==> config.mk <==
export PLATFORM = sky130hd
export DESIGN_NAME = cd_sector_decode_ctrl
export DESIGN_NICKNAME = d
export VERILOG_FILES = /design/src/rtl/cdsd_pkg.sv /design/src/rtl/cdsd_decode_timer.sv /design/src/rtl/cdsd_header_loader.sv /design/src/rtl/cdsd_status_flags.sv /design/src/rtl/cd_sector_decode_ctrl.sv
export SDC_FILE = /design/constraint.sdc
export NUM_CORES = 1
export LEC_CHECK = 0
export BUFFER_PORTS_ARGS = -buffer_cell sky130_fd_sc_hd__buf_2
export CAP_MARGIN = 15
export CORE_ASPECT_RATIO = 0.5
export CORE_MARGIN = 4
export CORE_UTILIZATION = 52
export CTS_CLUSTER_DIAMETER = 100
export DETAILED_ROUTE_END_ITERATION = 7
export GPL_TIMING_DRIVEN = 0
export PLACE_DENSITY = 0.75
export SLEW_MARGIN = 0
export SYNTH_ARGS = -nofsm -noshare
export SYNTH_HDL_FRONTEND = slang
export SYNTH_SLANG_ARGS = --single-unit
==> constraint.sdc <==
create_clock -name clk -period 1.7 [get_ports clk]
set_input_delay 0.34 -clock clk [delete_from_list [all_inputs] [get_ports clk]]
set_output_delay 0.34 -clock clk [all_outputs]
set_load 0.005 [all_outputs]
==> src/rtl/cdsd_pkg.sv <==
package cdsd_pkg;
  localparam int PTR_W   = 16;
  localparam int RA_W    = 4;
  localparam int HDR_N   = 4;
  localparam int HDR_IW  = 2;

  localparam logic [RA_W-1:0] RA_PTR_LO = 4'd4;
  localparam logic [RA_W-1:0] RA_PTR_HI = 4'd5;
  localparam logic [RA_W-1:0] RA_STATA  = 4'd6;
  localparam logic [RA_W-1:0] RA_STATB  = 4'd7;
endpackage

==> src/rtl/cdsd_decode_timer.sv <==
module cdsd_decode_timer #(
  parameter int LIMIT = 9408,
  parameter int CNT_W = 14
) (
  input  logic clk,
  input  logic rst,
  input  logic start_i,
  output logic done_o
);
  logic [CNT_W-1:0] cnt_q;

  always_ff @(posedge clk) begin
    if (rst)                    cnt_q <= '0;
    else if (start_i)           cnt_q <= CNT_W'(LIMIT);
    else if (cnt_q != '0)       cnt_q <= cnt_q - CNT_W'(1);
  end

  // a fresh start in the final cycle discards the expiring decode
  assign done_o = (cnt_q == CNT_W'(1)) && !start_i;
endmodule

==> src/rtl/cdsd_header_loader.sv <==
module cdsd_header_loader
  import cdsd_pkg::*;
#(
  parameter int AW = 14
) (
  input  logic              clk,
  input  logic              rst,
  input  logic              start_i,
  input  logic              abort_i,
  input  logic [AW-1:0]     base_i,
  output logic [AW-1:0]     raddr_o,
  input  logic [7:0]        rdata_i,
  output logic              wr_en_o,
  output logic [HDR_IW-1:0] wr_idx_o,
  output logic [7:0]        wr_data_o
);
  logic              issue_v_q, cap_v_q;
  logic [HDR_IW-1:0] issue_idx_q, cap_idx_q;
  logic [AW-1:0]     raddr_q;

  always_ff @(posedge clk) begin
    if (rst || abort_i) begin
      issue_v_q   <= 1'b0;
      cap_v_q     <= 1'b0;
      issue_idx_q <= '0;
      cap_idx_q   <= '0;
      raddr_q     <= '0;
    end else begin
      cap_v_q   <= issue_v_q;
      cap_idx_q <= issue_idx_q;
      if (start_i) begin
        issue_v_q   <= 1'b1;
        issue_idx_q <= '0;
        raddr_q     <= base_i;
      end else if (issue_v_q) begin
        raddr_q <= raddr_q + AW'(1);
        if (issue_idx_q == HDR_IW'(HDR_N - 1)) issue_v_q <= 1'b0;
        else issue_idx_q <= issue_idx_q + HDR_IW'(1);
      end
    end
  end

  assign raddr_o   = raddr_q;
  assign wr_en_o   = cap_v_q;
  assign wr_idx_o  = cap_idx_q;
  assign wr_data_o = rdata_i;
endmodule

==> src/rtl/cdsd_status_flags.sv <==
module cdsd_status_flags (
  input  logic clk,
  input  logic rst,
  input  logic evt_i,
  input  logic done_i,
  input  logic statb_rd_i,
  output logic irq_n_o,
  output logic invalid_o,
  output logic crc_ok_o
);
  always_ff @(posedge clk) begin
    if (rst) begin
      irq_n_o   <= 1'b1;
      invalid_o <= 1'b1;
      crc_ok_o  <= 1'b0;
    end else if (evt_i) begin
      irq_n_o   <= 1'b1;
      invalid_o <= 1'b1;
    end else if (done_i) begin
      irq_n_o   <= 1'b0;
      invalid_o <= 1'b0;
      crc_ok_o  <= 1'b1;
    end else if (statb_rd_i) begin
      irq_n_o   <= 1'b1;
    end
  end
endmodule

==> src/rtl/cd_sector_decode_ctrl.sv <==
module cd_sector_decode_ctrl
  import cdsd_pkg::*;
#(
  parameter int SECTOR_BYTES = 2352,
  parameter int CLK_STEP     = 1,
  parameter int BUF_AW       = 14
) (
  input  logic              clk,
  input  logic              rst,
  input  logic              dec_en_i,
  input  logic              wr_req_i,
  input  logic              sector_evt_i,
  input  logic [PTR_W-1:0]  wr_addr_i,
  input  logic [RA_W-1:0]   reg_addr_i,
  input  logic              reg_we_i,
  input  logic [7:0]        reg_wdata_i,
  input  logic              reg_re_i,
  output logic [7:0]        reg_rdata_o,
  output logic [BUF_AW-1:0] buf_raddr_o,
  input  logic [7:0]        buf_rdata_i,
  output logic              dec_irq_n_o,
  output logic              stat_invalid_o,
  output logic              crc_ok_o
);
  localparam int DECODE_CYCLES = SECTOR_BYTES * 4 * CLK_STEP;
  localparam int CNT_W         = $clog2(DECODE_CYCLES + 1);

  logic              dec_start, dec_done, ld_start, statb_rd;
  logic              ld_we;
  logic [HDR_IW-1:0] ld_idx;
  logic [7:0]        ld_data;
  logic [PTR_W-1:0]  ptr_q;
  logic [7:0]        hdr_q [HDR_N];
  logic [7:0]        rd_mux;

  assign dec_start = sector_evt_i && dec_en_i;
  assign ld_start  = dec_done && wr_req_i;
  assign statb_rd  = reg_re_i && (reg_addr_i == RA_STATB);

  cdsd_decode_timer #(.LIMIT(DECODE_CYCLES), .CNT_W(CNT_W)) u_timer (
    .clk(clk), .rst(rst), .start_i(dec_start), .done_o(dec_done)
  );

  cdsd_header_loader #(.AW(BUF_AW)) u_loader (
    .clk(clk), .rst(rst), .start_i(ld_start), .abort_i(sector_evt_i),
    .base_i(ptr_q[BUF_AW-1:0]), .raddr_o(buf_raddr_o), .rdata_i(buf_rdata_i),
    .wr_en_o(ld_we), .wr_idx_o(ld_idx), .wr_data_o(ld_data)
  );

  cdsd_status_flags u_flags (
    .clk(clk), .rst(rst), .evt_i(sector_evt_i), .done_i(dec_done),
    .statb_rd_i(statb_rd), .irq_n_o(dec_irq_n_o),
    .invalid_o(stat_invalid_o), .crc_ok_o(crc_ok_o)
  );

  // block pointer: sector event has priority over host writes
  always_ff @(posedge clk) begin
    if (rst) ptr_q <= '0;
    else if (dec_start && wr_req_i) ptr_q <= wr_addr_i - PTR_W'(SECTOR_BYTES);
    else if (reg_we_i && reg_addr_i == RA_PTR_LO) ptr_q[7:0] <= reg_wdata_i;
    else if (reg_we_i && reg_addr_i == RA_PTR_HI) ptr_q[PTR_W-1:8] <= reg_wdata_i;
  end

  for (genvar gi = 0; gi < HDR_N; gi++) begin : g_hdr
    always_ff @(posedge clk) begin
      if (rst) hdr_q[gi] <= '0;
      else if (ld_we && ld_idx == HDR_IW'(gi)) hdr_q[gi] <= ld_data;
    end
  end

  always_comb begin
    rd_mux = 8'hFF;
    if (reg_addr_i < RA_W'(HDR_N)) rd_mux = hdr_q[reg_addr_i[HDR_IW-1:0]];
    else if (reg_addr_i == RA_PTR_LO) rd_mux = ptr_q[7:0];
    else if (reg_addr_i == RA_PTR_HI) rd_mux = ptr_q[PTR_W-1:8];
    else if (reg_addr_i == RA_STATA)  rd_mux = {crc_ok_o, 7'b0};
    else if (reg_addr_i == RA_STATB)  rd_mux = {stat_invalid_o, 7'b0};
  end

  always_ff @(posedge clk) begin
    if (rst) reg_rdata_o <= '0;
    else if (reg_re_i) reg_rdata_o <= rd_mux;
  end
endmodule

; ---- Word-level counts from Yosys, hierarchy flattened
; Memories as Yosys holds them, arrays and structs flattened.
; Index checks and enable logic that the tools add are counted.
[totals]
regBits = 61
latch_bits = 0
ramBits = 32
mem_bits_ro = 0
inputBits = 43
memories = 1
[mem_list]
columns = name, depth, width, rd, rd_ports_with_merged_regs, wr, line_no
row1 = hdr_q, 4, 8, 1, 0, 4, cd_sector_decode_ctrl.sv:33  ; logic [7:0] hdr_q [HDR_N];
[classes]
add_sub_neg = 4
multipliers = 0
div = 0
order_cmp = 1
eq_ne = 10
n_shift = 0
mux = 36
bitwise_logic = 6
reduce_logical = 26
[op_table]
columns = cell, count
row1 = $mux W8, 12
row2 = $mux W14, 4
row3 = $mux W1, 19
row4 = $eq A4 B3 Y1 const B, 4
row5 = $mux W16, 1
row6 = $sub A16 B12 Y16 const B, 1
row7 = $add A14 B1 Y14 const B, 1
row8 = $eq A14 B1 Y1 const B, 1
row9 = $reduce_bool A14 Y1, 1
row10 = $sub A14 B1 Y14 const B, 1
row11 = $logic_and A1 B1 Y1, 11
row12 = $reduce_bool A2 Y1, 5
row13 = $eq A2 B2 Y1 const B, 3
row14 = $reduce_and A2 Y1, 3
row15 = $reduce_or A2 Y1, 3
row16 = $lt A4 B3 Y1 const B, 1
row17 = $or A1 B1 Y1, 4
row18 = $add A2 B1 Y2 const B, 1
row19 = $eq A2 B1 Y1 const B, 1
row20 = $logic_not A2 Y1, 1
row21 = $ne A2 B2 Y1 const B, 1
row22 = $not A1 Y1, 2
row23 = $logic_not A1 Y1, 1
row24 = $logic_or A1 B1 Y1, 1

; ---- Logic depth before layout (Yosys ltp)
; Gate-level depths: netlist of the first run.
[depth]
depth_word = 6
mapped_depth = 7
mapped_depth_nobuf = 6

; ---- Modules after synthesis
; A second synthesis of the first run with hierarchy kept.
[hier_totals]
cells_unflattened = 465
area_unflattened_um2 = 4775.8
[by_module_without_submodules]
columns = mod, n_inst, cells_per_inst, area_per_inst_um2, seq_area_each_um2
row1 = cd_sector_decode_ctrl, 1, 248, 2894.0, 1441.4
row2 = cdsd_header_loader, 1, 117, 1029.7, 400.4
row3 = cdsd_decode_timer, 1, 89, 752.0, 280.3
row4 = cdsd_status_flags, 1, 11, 100.1, 60.1

; ---- Worst setup path after synthesis of the first run
; No wires, ideal clock.
[synth_timing]
kind = register to register
start = register u_timer.cnt_q[0]
end = register u_timer.cnt_q[7]
setup_time_ns = 0.074
arrival_ns = 1.710
required_ns = 1.626
setup_slack_ns = -0.084
stages_incl_launch_ff = 8
synth_period_minus_slack_ns = 1.784
path_cell_list = dfxtp_1 inv_1 ha_1 nor3b_1 and4_1 clkbuf_1 or4_1 a31oi_1
[synth_via]
elab_chain_cells = 3
word_cells_on_any_way = 5
[synth_lines]
columns = element, line_no
row1 = from (decl), cdsd_decode_timer.sv:10  ; logic [CNT_W-1:0] cnt_q;
row2 = from (signal assigned), cdsd_decode_timer.sv:14  ; else if (start_i) cnt_q <= CNT_W'(LIMIT);
row3 = from (signal assigned), cdsd_decode_timer.sv:15  ; else if (cnt_q != '0) cnt_q <= cnt_q - CNT_W'(1);
row4 = $sub A14 B1 Y14, cdsd_decode_timer.sv:15
row5 = $mux W14, cdsd_decode_timer.sv:15
row6 = $mux W14, cdsd_decode_timer.sv:14
; Parallel ways exist; a longest one is shown, timed or not. The select of a mux whose other input is x is not followed.
; A chain may end at the register's enable or synchronous reset.

; ---- Worst setup path in the final report of the first run
[layout_timing]
start = register u_timer.cnt_q[0]
end = register u_timer.cnt_q[8]
[layout_via]
elab_chain_cells = 1
word_cells_on_any_way = 2
[layout_lines]
columns = element, line_no
row1 = $sub A14 B1 Y14 or $reduce_bool A14 Y1 (tied branches), cdsd_decode_timer.sv:15
; Parallel ways exist; a longest one is shown, timed or not.

==> results of run 1 <==
## flip-flops by register name (all words and copies together) (netlist names)
name	flops
ptr_q	16
u_loader.issue_idx_q	2
u_loader.raddr_o	14
u_loader.issue_v_q	1
u_flags.crc_ok_o	1
u_loader.wr_idx_o	2
hdr_q	32
u_loader.wr_en_o	1
u_flags.invalid_o	1
u_timer.cnt_q	14
u_flags.irq_n_o	1
reg_rdata_o	8
## cells in the mapped netlist, types with 3 or more instances
cell type	instances
or4_1	4
and2_1	36
inv_1	11
nor2_1	25
mux2i_1	21
o311ai_0	10
xor2_1	6
a211oi_1	21
nor3b_1	5
xnor2_1	16
nor3_1	25
nand2_1	17
ha_1	5
nor4_1	7
nand2b_1	13
o31ai_1	11
nand4_1	10
a31oi_1	6
a21oi_1	27
nand3_1	7
mux4_2	9
dfxtp_1	61
clkbuf_1	11
a31o_2	6
a211o_1	3
buf_2	6
buf_4	3
edfxtp_1	32
o21ai_0	13
## logic make-up (layout without fill, tap and decap cells)
group / count (synthesis) / count (layout) / synth area share
buffers and inverters: 35 / 121 / 0.03508
flip-flops: 93 / 93 / 0.4635
XOR/XNOR: 22 / 22 / 0.04092
multiplexers: 30 / 30 / 0.08769
AND/OR/NAND/NOR: 167 / 167 / 0.1996
AO/OA/AOI/OAI: 107 / 107 / 0.1600
adder cells (fa/ha/maj): 5 / 5 / 0.01329
## worst max-delay path, cell delays in order, from the launching register on
cell and delay (ns):
dfxtp_2 0.33, inv_2 0.07, ha_4 0.14, or3b_4 0.41, or4_4 0.43, mux2i_1 0.15, nor2_1 0.06
## worst min path at each step
stage / cells past startpoint / startpoint / endpoint / slack, ns
after floorplan: 2 / u_flags.invalid_o / u_flags.invalid_o / 0.45
after global placement: 2 / reg_rdata_o[3] / reg_rdata_o[3] / 0.46
after detailed placement: 2 / reg_rdata_o[0] / reg_rdata_o[0] / 0.46
after CTS: 3 / wr_addr_i[3] / ptr_q[3] / 0.28
after global routing: 3 / wr_addr_i[1] / ptr_q[1] / 0.29
final: 3 / wr_addr_i[3] / ptr_q[3] / 0.28
## stage by stage
stage / setup slack, ns / total power (W)
2_1_floorplan: 0.006980 / 0.003813
3_3_place_gp: -0.2472 / 0.004184
3_5_place_dp: -0.2401 / 0.004229
4_1_cts: -0.008428 / 0.006429
5_1_grt: -0.08840 / 0.006928
6_report: -0.0003684 / 0.006585
## final cells by class
cell class / count / share of cell area
Multi-Input combinational cell: 331 / 0.4419
Sequential cell: 93 / 0.3864
Timing Repair Buffer: 71 / 0.06584
Clock buffer: 9 / 0.03977
Tap cell: 117 / 0.02585
Buffer: 23 / 0.02187
Clock inverter: 7 / 0.01105
Inverter: 11 / 0.007291
## power by group through the flow
stage	clock network [W]	logic (W)	registers, W
finish	0.00195	0.00181	0.00283
global placement	0	0.00139	0.00279
detailed placement	0	0.00143	0.00280
global route	0.00207	0.00200	0.00286
floorplan	0	0.00107	0.00274
CTS	0.00197	0.00167	0.00279
## routing by layer
layer	GRT usage	wire (um)
met2	0.3545	5359
met3	0.06091	744
met4	0.04531	82
met1	0.3058	5447
met5	0	0
## timing repair
item                       in CTS  in global routing
cloned                          0                  1
setup buffers                   5                  2
resized for setup              16                 20
hold endpoints to repair        0                  0
pin swaps                       4                  9
setup endpoints to repair      21                 55
==> impl_metrics.ini, run 1 <==
[floorplanning]
core-area_sq_um = 8768
io_pins = 68
rows = 24
die_area_sq_um = 10730
die_w_um = 142.6
start_util = 0.5370
die-height_um = 75.29

[synth]
synth_ff_type = dfxtp_1
synth-edff-count = 32
ys_seq_area_frac = 0.4635
synth-seq-cells = 93
yosysWarnings = 0
ys_types = 50
syn_area_sq_um = 4708
syn-num-nets = 507
synth_top_area_frac = 0.2594
netlist.top_cell.by_area = dfxtp_1
synth_area_leaders = dfxtp_1 (26%), edfxtp_1 (20%), and2_1 (4.8%), mux2i_1 (4.5%), mux4_2 (4.3%)
synth_cells = 459
synth-async-reset-ratio = 0
syn_avg_cell_area_sq_um = 10.26

[layout]
mostFrequentLayoutCell = buf_2
final_util = 0.6458
mostFrequentLayoutCells = buf_2 (70), dfxtp_1 (56), and2_1 (36), edfxtp_1 (32), a21oi_1 (27)
regArea_sq_um = 2188
multi_input_area_sq_um = 2502
num-fill-cells = 714
drive_gt1_frac = 0.2771
nets = 588
finalNonFillerCells = 662
stdcell_area_sq_um = 5663
syn2layout_area_growth_pct = 20.28
diodes = 0

[global_routing]
grt_pass1_vias = 3597
grt_pass1_wl_um = 18370
antenna_found_initial = 0
grt_max_degree = 19
grt_use_total = 0.2210
gr-total-overflow = 0

[setup_path]
r2r_slack_ns = -0.0004
crit_path_end_kind = flop
crit_required_ns = 1.92
reg2reg_depth = 6
crit_path_start_kind = flop
crit_type = flop to flop
worstPathArrival_ns = 1.92
timing.rr.start = u_timer.cnt_q[0]
crit_end = u_timer.cnt_q[8]
worstReg2RegEnd = u_timer.cnt_q[8]
crit_start = u_timer.cnt_q[0]
cp_max_fo = 5

[power_and_ir_drop]
p_per_area_nw_per_um2 = 1163
p_clk_frac = 0.296
p_int_w = 0.004398
power.leakage_nw = 2.096
irDropWorstVdd_uv = 639.5
netSwitchingFraction = 0.3322
seq_power_share = 0.430
power_switching_w = 0.002188
comb_power_share = 0.274

[route]
drc = 0
drt_iter0_drc = 317
routedWlPerCell_um = 17.57
drt-total-wl_um = 11630
via_count = 3877
viasPerCell = 5.856
ant_nets = 0
dr.pass1.iters = 5

[timing]
final.min_clock_period_ns = 1.700
setup_viol = 1
slew_headroom = 0.4240
finalHoldViolCount = 0
fin_hold_ws_ns = 0.2775
rsz0062_at_grt = yes
fin_setup_tns_ns = -0.0003684
fin_crit_sh = 1.000
fin_ws_ns = -0.0003684
finalMaxSlewViolations = 0
fin_worst_skew_ns = 0.006669
tightestPinTransition_ns = 0.8574
max_freq_ghz = 0.5881

[clocking]
path_clk_slew_ns = 0.07
cts_sinks = 93
holdBufCountCts = 0
clk_path_buf_depth = 2
cts.htree.levels = 3
cts-root-buf = clkbuf_16
cts_buffers = 9
cts_tree = built
insertion_delay_ns = 0.34

[placement]
hpwl_um = 8284
io_buffers = 63
placed_cells = 639
placed_area_sq_um = 5181
gp_congestion = 0.8571

[outcome]
outcome = complete, but fails checks
violations = setup timing

[min_path]
hold_class = input port to flop

[run]
maxCapViolCount = 0
(Power assumes the default switching activity.)
==> inputs of run 2 (changes only) <==
--- a/config.mk
+++ b/config.mk
@@ -7,7 +7,7 @@
 export LEC_CHECK = 0
 export BUFFER_PORTS_ARGS = -buffer_cell sky130_fd_sc_hd__buf_2
 export CAP_MARGIN = 15
-export CORE_ASPECT_RATIO = 0.5
+export CORE_ASPECT_RATIO = 0.8
 export CORE_MARGIN = 4
 export CORE_UTILIZATION = 52
 export CTS_CLUSTER_DIAMETER = 100
==> run 2 against run 1 <==
Compared with the run above:
- the flow now finishes without violations
- clock-buffer cell count is 1 higher
- cell count is 0.60% lower
- power is 1.5% lower
- sequential power hardly changed
- sequential share of layout area hardly changed
- worst setup slack better by 0.0010 ns
- largest cell class unchanged
- largest power group unchanged
==> impl_metrics.ini, run 2 (synthesized netlist as in run 1, its figures left out) <==
[floorplanning]
die_w_um = 114.4
io_pins = 68
core-area_sq_um = 8633
die_area_sq_um = 10650
die-height_um = 93.11
rows = 30
start_util = 0.5454

[global_routing]
grt_max_degree = 16
grt_pass1_wl_um = 18370
antenna_found_initial = 0
gr-total-overflow = 0
grt_pass1_vias = 3733
grt_use_total = 0.2193

[timing]
finalHoldViolCount = 0
fin_ws_ns = 0.0006681
rsz0062_at_grt = yes
fin_crit_sh = 0.9996
fin_worst_skew_ns = 0.007451
slew_headroom = 0.4433
max_freq_ghz = 0.5885
final.min_clock_period_ns = 1.699
finalMaxSlewViolations = 0
tightestPinTransition_ns = 0.8287
setup_viol = 0

[route]
drt-total-wl_um = 11720
drc = 0
dr.pass1.iters = 5
routedWlPerCell_um = 17.81
via_count = 3956
drt_iter0_drc = 262
ant_nets = 0
viasPerCell = 6.012

[clocking]
cts_buffers = 9
path_clk_slew_ns = 0.07
cts-root-buf = clkbuf_16
clk_path_buf_depth = 2
cts.htree.levels = 3
cts_tree = built
cts_sinks = 93
insertion_delay_ns = 0.34

[setup_path]
cp_slowest_cell = or4_4
crit_path_end_kind = flop
cp_max_fo = 4
cpPeakStageDelay_ns = 0.43
crit_required_ns = 1.91
reg2reg_depth = 6
path_cells = inv_2 -> ha_4 -> or3b_4 -> or4_4 -> mux2i_1 -> nor2_1
timing.rr.start = u_timer.cnt_q[1]
worstPathArrival_ns = 1.91
crit_type = flop to flop
crit_path_start_kind = flop
crit_start = u_timer.cnt_q[1]

[layout]
nets = 589
regArea_sq_um = 2190
mostFrequentLayoutCell = buf_2
reg_top3 = hdr_q: 32 flops, ptr_q: 16 flops
final_util = 0.6561
drive_gt1_frac = 0.2784
top_register = hdr_q
stdcell_area_sq_um = 5664
num-fill-cells = 720
diodes = 0
finalNonFillerCells = 658
mostFrequentLayoutCells = buf_2 (69), dfxtp_1 (57), and2_1 (36), edfxtp_1 (32), a21oi_1 (27)
largest_reg_flops = 32
syn2layout_area_growth_pct = 20.30
multi_input_area_sq_um = 2514

[placement]
pre_cts_ws_ns = -0.3154
placed_area_sq_um = 5175
gp_congestion = 0.8851
hpwl_um = 8485
placed_cells = 634
io_buffers = 63

[min_path]
hp-start = wr_addr_i[3]
min_path_cells = 3
hold_class = input port to flop

[power_and_ir_drop]
irDropWorstVdd_uv = 913.7
p_per_area_nw_per_um2 = 1146
power.leakage_nw = 2.089
p_total_w = 0.006489

[outcome]
outcome = finished, final reports clean

[run]
maxCapViolCount = 0
run 2: worst paths after layout:
kind         slack [ns]               end
min                0.28          ptr_q[3]
min reg2reg        0.47    reg_rdata_o[3]
max reg2reg      0.0007  u_timer.cnt_q[8]
max              0.0007  u_timer.cnt_q[8]
run 2: final cells by class:
cell class | count | area share
well taps | 112 | 0.02474
plain buffers | 23 | 0.02209
flip-flops and latches | 93 | 0.3866
repair buffers | 72 | 0.06759
clock inverters | 6 | 0.007069
multi-input cells | 331 | 0.4438
clock buffers | 10 | 0.04042
inverters | 11 | 0.007731
run 2: per-layer routing:
metal / part of all wire / GRT usage / vias to the layer above
met1: 0.45 / 0.2964 / 1899
met2: 0.47 / 0.3474 / 141
li1: - / - / 1899
met4: 0.019 / 0.07814 / 0
met5: 0 / 0 / -
met3: 0.058 / 0.04722 / 17
run 2: power breakdown:
group | internal, W | switching (W) | total [W]
Clock | 0.000985 | 0.000835 | 0.00182
Combinational | 0.000867 | 0.000962 | 0.00183
Sequential | 0.00252 | 0.000321 | 0.00284
run 2: per-stage QoR:
stage | hold slack, ns | setup TNS, ns
floorplan | 0.4487 | 0
global placement | 0.4601 | -17.37
detailed placement | 0.4644 | -20.61
CTS | 0.2731 | 0
global route | 0.2975 | -1.085
finish | 0.2813 | 0
run 2: worst max-delay path, delay by kind of cell, from the launching register on:
family,cells,cell delay [ns]
fa+ha+maj,1,0.14
simple gates,3,0.88
buf+inv,1,0.07
flops,1,0.32
mux,1,0.16
run 2: repair_timing:
item	4_1_cts	5_1_grt
hold buffers	0	0
setup endpoints to repair	21	73
pin swaps	2	4
setup buffers	4	5
resized for setup	18	22
==> inputs of run 3 (changes only) <==
--- a/config.mk
+++ b/config.mk
@@ -12,8 +12,8 @@
 export CORE_UTILIZATION = 52
 export CTS_CLUSTER_DIAMETER = 100
 export DETAILED_ROUTE_END_ITERATION = 7
-export GPL_TIMING_DRIVEN = 0
 export PLACE_DENSITY = 0.75
+export REMOVE_ABC_BUFFERS = 1
 export SLEW_MARGIN = 0
 export SYNTH_ARGS = -nofsm -noshare
 export SYNTH_HDL_FRONTEND = slang
==> run 3 against run 2 <==
Compared with the run above:
- register-to-register slack about the same
- sequential power decreased by 4%
- wire length increased by 4.8%
- power increased by 6.8%
- largest power group unchanged
==> impl_metrics.ini, run 3 (synthesized netlist as in run 1, its figures left out) <==
[clocking]
cts_tree = built
clk_path_buf_depth = 2
cts-root-buf = clkbuf_16
holdBufCountCts = 0
cts.htree.levels = 3
cts_buffers = 9
insertion_delay_ns = 0.35
cts_sinks = 93
path_clk_slew_ns = 0.07

[timing]
finalHoldViolCount = 0
tightestPinTransition_ns = 0.9478
finalMaxSlewViolations = 0
setup_viol = 0
final.min_clock_period_ns = 1.685
fin_hold_ws_ns = 0.2791
rsz0062_at_grt = yes
max_freq_ghz = 0.5933
slew_headroom = 0.3633
fin_crit_sh = 0.9914
fin_worst_skew_ns = 0.01010

[global_routing]
antenna_found_initial = 0
grt_pass1_vias = 3923
grt_pass1_wl_um = 19650
gr-total-overflow = 0
grt_use_total = 0.2311
grt_max_degree = 25

[layout]
finalNonFillerCells = 684
nets = 615
top_register = hdr_q
num-fill-cells = 692
drive_gt1_frac = 0.3199
syn2layout_area_growth_pct = 24.53
diodes = 0
mostFrequentLayoutCell = buf_2
mostFrequentLayoutCells = buf_2 (67), dfxtp_1 (58), buf_4 (54), and2_1 (36), edfxtp_1 (32)
reg_top3 = hdr_q: 32 flops, ptr_q: 16 flops
largest_reg_flops = 32
stdcell_area_sq_um = 5863

[setup_path]
crit_end = u_timer.cnt_q[8]
reg2reg_depth = 6
timing.rr.start = u_timer.cnt_q[0]
worstPathArrival_ns = 1.91
worstReg2RegEnd = u_timer.cnt_q[8]
r2r_slack_ns = 0.01
crit_required_ns = 1.93
crit_path_end_kind = flop
crit_start = u_timer.cnt_q[0]
cp_max_fo = 4
crit_path_start_kind = flop
crit_type = flop to flop

[placement]
io_buffers = 67
hpwl_um = 8822
placed_cells = 666
placed_area_sq_um = 5450
gp_congestion = 0.9136

[route]
drt-total-wl_um = 12280
via_count = 4081
drc = 0
dr.pass1.iters = 5
drt_iter0_drc = 339
ant_nets = 0
viasPerCell = 5.966
routedWlPerCell_um = 17.96

[min_path]
hold_class = input port to flop
hp-start = wr_addr_i[2]

[floorplanning]
io_pins = 68
die_area_sq_um = 10650
die-height_um = 93.11
start_util = 0.5454
core-area_sq_um = 8633
rows = 30
die_w_um = 114.4

[power_and_ir_drop]
power_switching_w = 0.002272
p_per_area_nw_per_um2 = 1182
power.leakage_nw = 2.256
p_int_w = 0.004657
irDropWorstVdd_uv = 674.9
comb_power_share = 0.323
p_clk_frac = 0.281
seq_power_share = 0.396
netSwitchingFraction = 0.3279
p_total_w = 0.006929

[outcome]
outcome = finished, final reports clean

[run]
maxCapViolCount = 0
## run 3: layout make-up
type                    instances  area, sq um  area share
repair buffers                121        740.7      0.1263
well taps                     112        140.1     0.02390
flip-flops and latches         93         2186      0.3728
clock buffers                  10        229.0     0.03905
multi-input cells             331         2470      0.4213
inverters                      11        41.29    0.007042
clock inverters                 6        56.30    0.009603
## run 3: critical path, stage by stage, from the launching register on
cell	delay (ns)
dfxtp_2	0.32
inv_2	0.07
ha_4	0.14
or3b_4	0.39
or4_4	0.43
mux2i_1	0.16
nor2_1	0.05
## run 3: routing by layer
metal,vias to the layer above,GRT usage,share of wire
li1,1951,-,-
met1,1979,0.3096,0.44
met2,129,0.3769,0.48
met3,22,0.04722,0.057
met4,0,0.07122,0.016
met5,-,0,0
## run 3: how the worst min path moves through the flow
stage	endpoint	cells after the start
global placement	reg_rdata_o[4]	2
floorplan	ptr_q[12]	1
detailed placement	u_flags.invalid_o	2
finish	ptr_q[2]	3
CTS	ptr_q[2]	3
global route	ptr_q[3]	3
## run 3: power groups by stage
stage / registers, W / logic [W] / clock network [W]
finish: 0.00274 / 0.00224 / 0.00195
floorplan: 0.00273 / 0.00100 / 0
CTS: 0.00270 / 0.00199 / 0.00197
global placement: 0.00272 / 0.00184 / 0
detailed placement: 0.00273 / 0.00190 / 0
global route: 0.00276 / 0.00245 / 0.00206
## run 3: repair_timing
| action | CTS | global route |
|---|---|---|
| setup endpoints to repair | 17 | 39 |
| resized for setup | 11 | 17 |
| setup buffers | 0 | 2 |
| cloned | 0 | 0 |
| pin swaps | 3 | 3 |
## run 3: per-stage QoR
step | setup slack (ns) | TNS (ns) | util
2_1_floorplan | -0.2913 | -2.338 | -
3_3_place_gp | -0.1000 | -0.7424 | 0.6313
3_5_place_dp | -0.1646 | -1.897 | 0.6313
4_1_cts | 0.01843 | 0 | 0.6684
5_1_grt | -0.07725 | -1.026 | 0.6791
6_report | 0.01465 | 0 | 0.6791
